===== src/rtl/pin_sense_pkg.sv =====
package pin_sense_pkg;
  localparam int SENSE_W = 3;

  typedef enum logic [SENSE_W-1:0] {
    SNS_OFF   = 3'd0,
    SNS_ANY   = 3'd1,
    SNS_RISE  = 3'd2,
    SNS_FALL  = 3'd3,
    SNS_NOBUF = 3'd4,
    SNS_LOW   = 3'd5,
    SNS_RSV6  = 3'd6,
    SNS_RSV7  = 3'd7
  } sense_e;

  // Decide whether one pin requests a flag, given its previous and current effective value.
  function automatic logic sense_hit(input logic [SENSE_W-1:0] code,
                                     input logic prev, input logic cur);
    logic hit;
    case (sense_e'(code))
      SNS_ANY:  hit = prev ^ cur;
      SNS_RISE: hit = ~prev & cur;
      SNS_FALL: hit = prev & ~cur;
      SNS_LOW:  hit = ~cur;
      default:  hit = 1'b0;  // off, input-buffer-off, reserved
    endcase
    return hit;
  endfunction
endpackage


===== src/rtl/pin_sense_sync.sv =====
module pin_sense_sync #(
  parameter int W      = 8,
  parameter int STAGES = 2
) (
  input  logic         clk,
  input  logic         rst,
  input  logic [W-1:0] d_i,
  output logic [W-1:0] q_o
);
  logic [W-1:0] stg [STAGES];

  for (genvar s = 0; s < STAGES; s++) begin : g_stg
    if (s == 0) begin : g_first
      always_ff @(posedge clk) begin
        if (rst) stg[s] <= '0;
        else     stg[s] <= d_i;
      end
    end else begin : g_next
      always_ff @(posedge clk) begin
        if (rst) stg[s] <= '0;
        else     stg[s] <= stg[s-1];
      end
    end
  end

  assign q_o = stg[STAGES-1];
endmodule


===== src/rtl/pin_sense_warmup.sv =====
module pin_sense_warmup #(
  parameter int CYCLES = 3
) (
  input  logic clk,
  input  logic rst,
  output logic armed_o
);
  localparam int CW = $clog2(CYCLES + 1);
  localparam logic [CW-1:0] LIMIT = CW'(CYCLES);

  logic [CW-1:0] cnt;

  always_ff @(posedge clk) begin
    if (rst)              cnt <= '0;
    else if (cnt != LIMIT) cnt <= cnt + 1'b1;
  end

  assign armed_o = (cnt == LIMIT);
endmodule


===== src/rtl/pin_sense_cell.sv =====
module pin_sense_cell
  import pin_sense_pkg::*;
(
  input  logic [SENSE_W-1:0] code_i,
  input  logic               prev_i,
  input  logic               cur_i,
  output logic               hit_o
);
  always_comb hit_o = sense_hit(code_i, prev_i, cur_i);
endmodule


===== src/rtl/pin_sense_irq.sv =====
module pin_sense_irq
  import pin_sense_pkg::*;
#(
  parameter int NPINS       = 8,
  parameter int SYNC_STAGES = 2
) (
  input  logic                     clk,
  input  logic                     rst,
  input  logic [NPINS-1:0]         pad_i,
  input  logic [NPINS-1:0]         dir_i,
  input  logic [NPINS-1:0]         out_i,
  input  logic [NPINS*SENSE_W-1:0] sense_i,
  output logic [NPINS-1:0]         flag_set_o
);
  localparam int WARM = SYNC_STAGES + 1;

  logic [NPINS-1:0] pad_s;
  logic [NPINS-1:0] eff;
  logic [NPINS-1:0] eff_q;
  logic [NPINS-1:0] hit;
  logic             armed;

  pin_sense_sync #(.W(NPINS), .STAGES(SYNC_STAGES)) u_sync (
    .clk(clk), .rst(rst), .d_i(pad_i), .q_o(pad_s)
  );

  pin_sense_warmup #(.CYCLES(WARM)) u_warm (
    .clk(clk), .rst(rst), .armed_o(armed)
  );

  // Output pins read back their driven bit; input pins see the synchronised pad.
  assign eff = (dir_i & out_i) | (~dir_i & pad_s);

  for (genvar i = 0; i < NPINS; i++) begin : g_pin
    pin_sense_cell u_cell (
      .code_i(sense_i[i*SENSE_W +: SENSE_W]),
      .prev_i(eff_q[i]),
      .cur_i (eff[i]),
      .hit_o (hit[i])
    );
  end

  always_ff @(posedge clk) begin
    if (rst) begin
      eff_q      <= '0;
      flag_set_o <= '0;
    end else begin
      eff_q      <= eff;
      flag_set_o <= armed ? hit : '0;
    end
  end
endmodule


===== config.mk =====
export PLATFORM = sky130hd
export DESIGN_NAME = pin_sense_irq
export DESIGN_NICKNAME = d
export VERILOG_FILES = /design/src/rtl/pin_sense_pkg.sv /design/src/rtl/pin_sense_sync.sv /design/src/rtl/pin_sense_warmup.sv /design/src/rtl/pin_sense_cell.sv /design/src/rtl/pin_sense_irq.sv
export SDC_FILE = /design/constraint.sdc
export NUM_CORES = 1
export LEC_CHECK = 0
export BUFFER_PORTS_ARGS = -buffer_cell sky130_fd_sc_hd__buf_2
export CORE_ASPECT_RATIO = 1.1
export CORE_MARGIN = 2
export CORE_UTILIZATION = 48
export DETAILED_ROUTE_END_ITERATION = 8
export GPL_TIMING_DRIVEN = 0
export PLACE_DENSITY = 0.78
export RECOVER_POWER = 50
export SYNTH_ARGS = -nofsm -noshare
export SYNTH_HDL_FRONTEND = slang
export SYNTH_SLANG_ARGS = --single-unit

===== constraint.sdc =====
create_clock -name clk -period 1.6 [get_ports clk]
set_clock_uncertainty 0.1 [all_clocks]
set_input_delay 0.08 -clock clk [delete_from_list [all_inputs] [get_ports clk]]
set_output_delay 0.08 -clock clk [all_outputs]
set_load 0.005 [all_outputs]

== Word level (Yosys, flattened, before mapping) ==
Memory sizes are Yosys's and may differ from the RTL's.
Cells that the tools add are included.
Storage, ports and cells
  flip-flop bits (word level): 18
  latch bits: 0
  memory bits (writable): 16
  bits in read-only memories: 0
  input bits: 50
  output and inout bits: 8
  logic and storage cells: 100
  memories: 1
Operators by class
  $add $sub $neg: 1
  multipliers: 0
  div/mod/pow operators: 0
  order comparisons: 0
  eq/ne operators: 34
  shift-type cells: 0
  muxes and demuxes: 13
  bitwise gates (word level): 47
  reductions and logical operators: 1
Memory list
  u_sync.stg: words 2, bits a word 8, rd ports 2, clocked after Yosys merged registers in 0, wr ports 2, RTL line pin_sense_sync.sv:10  | logic [W-1:0] stg [STAGES];
Operators by type and width (count)
  $eq A3 B2 Y1 const B: 16
  $pmux W1 S4: 8
  $eq A3 B1 Y1 const B: 8
  $eq A3 B3 Y1 const B: 8
  $not A1 Y1: 17
  $and A1 B1 Y1: 16
  $and A8 B8 Y8: 2
  $mux W8: 2
  $not A8 Y8: 1
  $or A8 B8 Y8: 1
  $xor A1 B1 Y1: 8
  $mux W1: 3
  $add A2 B1 Y2 const B: 1
  $eq A2 B2 Y1 const B: 1
  $ne A2 B2 Y1 const B: 1
  $or A1 B1 Y1: 2
  $reduce_or A2 Y1: 1

== Logic depth before layout (Yosys ltp) ==
  depth in word-level cells: 6
  depth in mapped cells: 5
  gate-level depth less buffers: 5

== Cells and area by module ==
A second synthesis with hierarchy kept.
Second synthesis, totals
  cell total of the unflattened synthesis: 170
  area total of the unflattened synthesis: 1714.1 µm²
By module, submodules not included
  pin_sense_cell: instances 8, cells each 11, area each 75.1 µm², sequential area each 0.0 µm²
  pin_sense_irq: instances 1, cells each 41, area each 558.0 µm², sequential area each 320.3 µm²
  pin_sense_sync: instances 1, cells each 33, area each 464.2 µm², sequential area each 320.3 µm²
  pin_sense_warmup: instances 1, cells each 8, area each 91.3 µm², sequential area each 40.0 µm²

== Worst setup path after synthesis ==
Ideal clock, no wire load.
  path type: register -> register
  from: memory u_sync.stg[1][3]
  to: register flag_set_o[3]
  setup time: 0.086 ns
  arrival: 1.168 ns
  required time: 1.414 ns
  setup slack: 0.246 ns
  stages on the path, launching flop included: 6
  path buffers: 0
  period minus slack after synthesis: 1.354 ns
  path through: dfxtp_1 -> mux2i_2 -> ha_1 -> nor3_1 -> a31oi_1 -> a211oi_1
RTL lines
  start, declared: RTL line pin_sense_sync.sv:10
  end signal, assigned: RTL line pin_sense_irq.sv:49  | flag_set_o <= armed ? hit : '0;
  end, declared: RTL line pin_sense_irq.sv:13  | output logic [NPINS-1:0] flag_set_o

==> summary.md <==
| Metric | Value |
|---|---|
| Pwr Total | `1.79 mW` |
| Die area | `3790 um2` |
| 1st-iter DRT viols | `59` |
| H-tree depth | `2` |
| Nets | `between 300 and 400` |
| Detailed Route WL | `3950 um` |
| CP arrival | `1.70 ns` |
| IO Count | `58` |
| DRC viols | `4` |
| Placement Rows | `21` |
| Worst VDD drop | `0.594 mV` |
| Slowest stage delay, CP | `approximately 0.58 ns` |
| First-pass DRT Iterations | `6` |
| Die W | `58.9 um` |
| Seq cells post-synth | `34` |
| Synth Cell Area | `roughly 1600 um2` |
| Core Area | `just over 3000 um2` |
| Area delta synth->final | `58.6%` |
| Max Buffers Root-to-Sink | `2` |
| Max Slew Vio Count | `0` |
| CTS tree | `yes` |
| Period utilisation layout | `97.0%` |
| DP Cell Count | `roughly 250` |
| Slew margin rel. | `66.1%` |
| GR Layer Usage met1 | `roughly a fifth` |
| Max-cap violations | `0` |
| Worst flop-to-flop path endpoint | `flag_set_o[0]` |
| Hold WC Path Type | `input port to flip-flop` |
| Root buf cell | `clkbuf_4` |
| R2r startpoint | `u_sync.stg[1][0]` |
| Met2 Use GR | `40.8%` |
| Crit path time final | `approximately 1.6 ns` |
| Final GP Congestion | `0.766` |
| Global-route wire length before repair | `between 6000 and 7000 um` |
| Synth cell types | `20` |
| CP max FO | `4` |
| Reg2reg setup slack | `0.05 ns` |
| Hold Vio Cnt, Final | `0` |
| Hold path endpoint | `flag_set_o[3]` |
| CP Class | `flip-flop to flip-flop` |
| Hold Startpoint | `out_i[3]` |
| Starting density of the core | `51.3%` |
| Layout cells sized above 1 | `29.0%` |
| N_diodes | `0` |
| # setup viols final | `0` |
| Syn Inst Count | `162` |
| Mapped Avg Cell Area | `just under 10 um2` |
| Failing checks | `design-rule violations` |
| WL/cell | `12.7 um` |
| GRT Util Overall | `21.7%` |
| Post-synth net total | `about 230` |
| DIE HEIGHT | `64.3 um` |
| PD cells | `between 700 and 800 nW/um2` |
| Worst Setup Slack post-DPL | `between 0.08 and 0.09 ns` |
| Initial antenna violation count | `0` |
| Leakage | `1.17 nW` |
| Setup crit start kind | `flip-flop` |
| Worst Tran Pin Value | `between 0.5 and 0.6 ns` |
| Post-route setup slack | `0.0482 ns` |
| Vias/cell | `4.91` |
| Most used routing layer | `met2` |
| Non-Filler Instances | `310` |
| Largest net degree at the start of global routing | `11` |
| Port Buffers | `57` |
| Fmax achieved | `0.644 GHz` |
| Gr ovfl total | `0` |
| Worst-path clk slew | `0.11 ns` |
| Post-route ant nets | `0` |
| Worst-skew pair later-pin latency | `between 0.3 and 0.4 ns` |
| Yosys warns | `0` |
| Sequential area share after synthesis | `between 40 and 50%` |
| GRT met3 Usage | `4.86%` |
| Nature of the critical path endpoint | `flip-flop` |
| Hold slack | `0.0100 ns` |
| Vias in the first global route | `1475` |
| Hpwl dp | `2040 um` |
| Placed cell areas | `approximately 1900 um2` |
| Via Count | `about 1500` |
| Total CTS buffers | `5` |
| Final Instance Area | `around 2500 um2` |
| Required arrival time at the worst endpoint | `about 1.8 ns` |
| Slowest library cell on the worst path | `dlygate4sd3_1` |
| # clock sinks | `34` |
| Worst Hold Depth | `4` |
| Crit path cell chain | `mux2i_4 > nand3b_1 > dlygate4sd3_1 > a211oi_2` |
| Status | `finished, violations left` |
| Worst-case reg-to-reg path depth | `4` |
==> worst max-delay path: cells and delay by family (launching register included) <==
kind | cells | cell delay (ns)
flops | 1 | 0.33
simple gates | 1 | 0.09
compound gates | 1 | 0.19
mux | 1 | 0.18
buf+inv | 1 | 0.58
==> metal layers <==
| layer | share of wire [%] | up-vias |
|---|---|---|
| met1 | 35 | 695 |
| met2 | 57 | 45 |
| met3 | 3.9 | 17 |
| met4 | 4.0 | 0 |
| met5 | 0 | - |
| li1 | - | 764 |
==> power by group <==
part	internal, mW	total [mW]	switching (mW)
Sequential	0.890	0.909	0.0192
Clock	0.213	0.487	0.274
Combinational	0.231	0.396	0.166
Total	1.33	1.79	0.458
==> cell usage after synthesis <==
| cell type | number | share of area (%) |
|---|---|---|
| mux2i_2 | 8 | 6.9 |
| ha_1 | 17 | 13 |
| clkbuf_1 | 2 | 0.47 |
| a211oi_1 | 7 | 3.3 |
| inv_1 | 22 | 5.2 |
| mux2i_1 | 1 | 0.63 |
| nor3_1 | 7 | 2.2 |
| nor2_1 | 11 | 2.6 |
| nor2b_1 | 16 | 6.3 |
| inv_2 | 1 | 0.24 |
| nand2b_1 | 9 | 3.5 |
| and3b_2 | 1 | 0.63 |
| o22ai_2 | 1 | 0.79 |
| xor2_1 | 1 | 0.55 |
| nand3b_1 | 7 | 3.3 |
| nor4b_4 | 1 | 1.5 |
| a31oi_1 | 7 | 2.8 |
| dfxtp_1 | 34 | 43 |
| a21oi_1 | 8 | 2.5 |
| buf_2 | 1 | 0.31 |
==> cell families (layout without fill, tap and decap cells) <==
group	after synthesis	count (layout)	share of synthesized area (%)
multiplexers	9	9	7.56
XOR/XNOR	1	1	0.551
adder cells (fa/ha/maj)	17	17	13.4
AND/OR/NAND/NOR	52	52	20.1
AO/OA/AOI/OAI	23	23	9.37
buffers and inverters	26	140	6.22
flip-flops	34	34	42.8
==> area by class of cell <==
cell class | count | area [um2]
clock inverter | 1 | 5.00
buffer | 3 | 12.5
tap | 34 | 42.5
sequential | 34 | 681
inverter | 23 | 86.3
timing repair buffer | 106 | 773
multi-input combinational | 102 | 865
fill | 199 | 581
clock buffer | 7 | 55.1
==> metrics by stage <==
| stage | TNS, ns | util (%) |
|---|---|---|
| after floorplan | 0 | - |
| after global placement | 0 | 61.8 |
| after detailed placement | 0 | 61.8 |
| after CTS | 0 | 79.3 |
| after global routing | -0.0773 | 81.3 |
| final | 0 | 81.3 |
==> worst max-delay path by stage <==
| stage | from | end | slack, ns | cells after the start |
|---|---|---|---|---|
| after floorplan | u_sync.stg[1][3] | flag_set_o[3] | 0.25 | 5 |
| after detailed placement | u_sync.stg[1][3] | flag_set_o[3] | 0.09 | 5 |
| after global routing | u_sync.stg[1][5] | flag_set_o[5] | -0.08 | 6 |
| after CTS | u_sync.stg[1][5] | flag_set_o[5] | 0.05 | 4 |
| final | u_sync.stg[1][0] | flag_set_o[0] | 0.05 | 4 |
| after global placement | u_sync.stg[1][3] | flag_set_o[3] | 0.12 | 5 |
==> timing repair <==
item | in CTS | in global routing
hold buffers | 48 | 0
buffers inserted | 0 | 1
hold endpoints to repair | 29 | 0
resized for setup | 0 | 9
endpoints found under the setup margin | 0 | 5
==> sequential cells by signal (all words and copies together), names as in the netlist <==
signal / count
u_sync.stg: 16
u_warm.cnt: 2
flag_set_o: 8
eff_q: 8
==> cells in the final DEF (no fill, tap or decap) <==
master,netlist,layout
and3b_2,1,1
nor4b_4,1,1
nand3b_1,7,7
nor3_2,0,1
clkbuf_8,0,1
inv_1,22,22
nand2b_1,9,9
clkbuf_1,2,5
nor2b_1,16,16
xor2_1,1,1
dlymetal6s4s_1,0,1
a31oi_1,7,7
mux2i_2,8,4
nor3_1,7,6
inv_2,1,1
ha_1,17,17
a211oi_2,0,3
nor2_1,11,11
a21oi_1,8,8
dfxtp_1,34,34
buf_4,0,1
dlygate4sd3_1,0,47
clkinv_2,0,1
clkbuf_4,0,5
o22ai_2,1,1
mux2i_1,1,1
a211oi_1,7,4
buf_2,1,56
mux2i_4,0,4
Note: power is estimated with default switching activity, not from simulation.
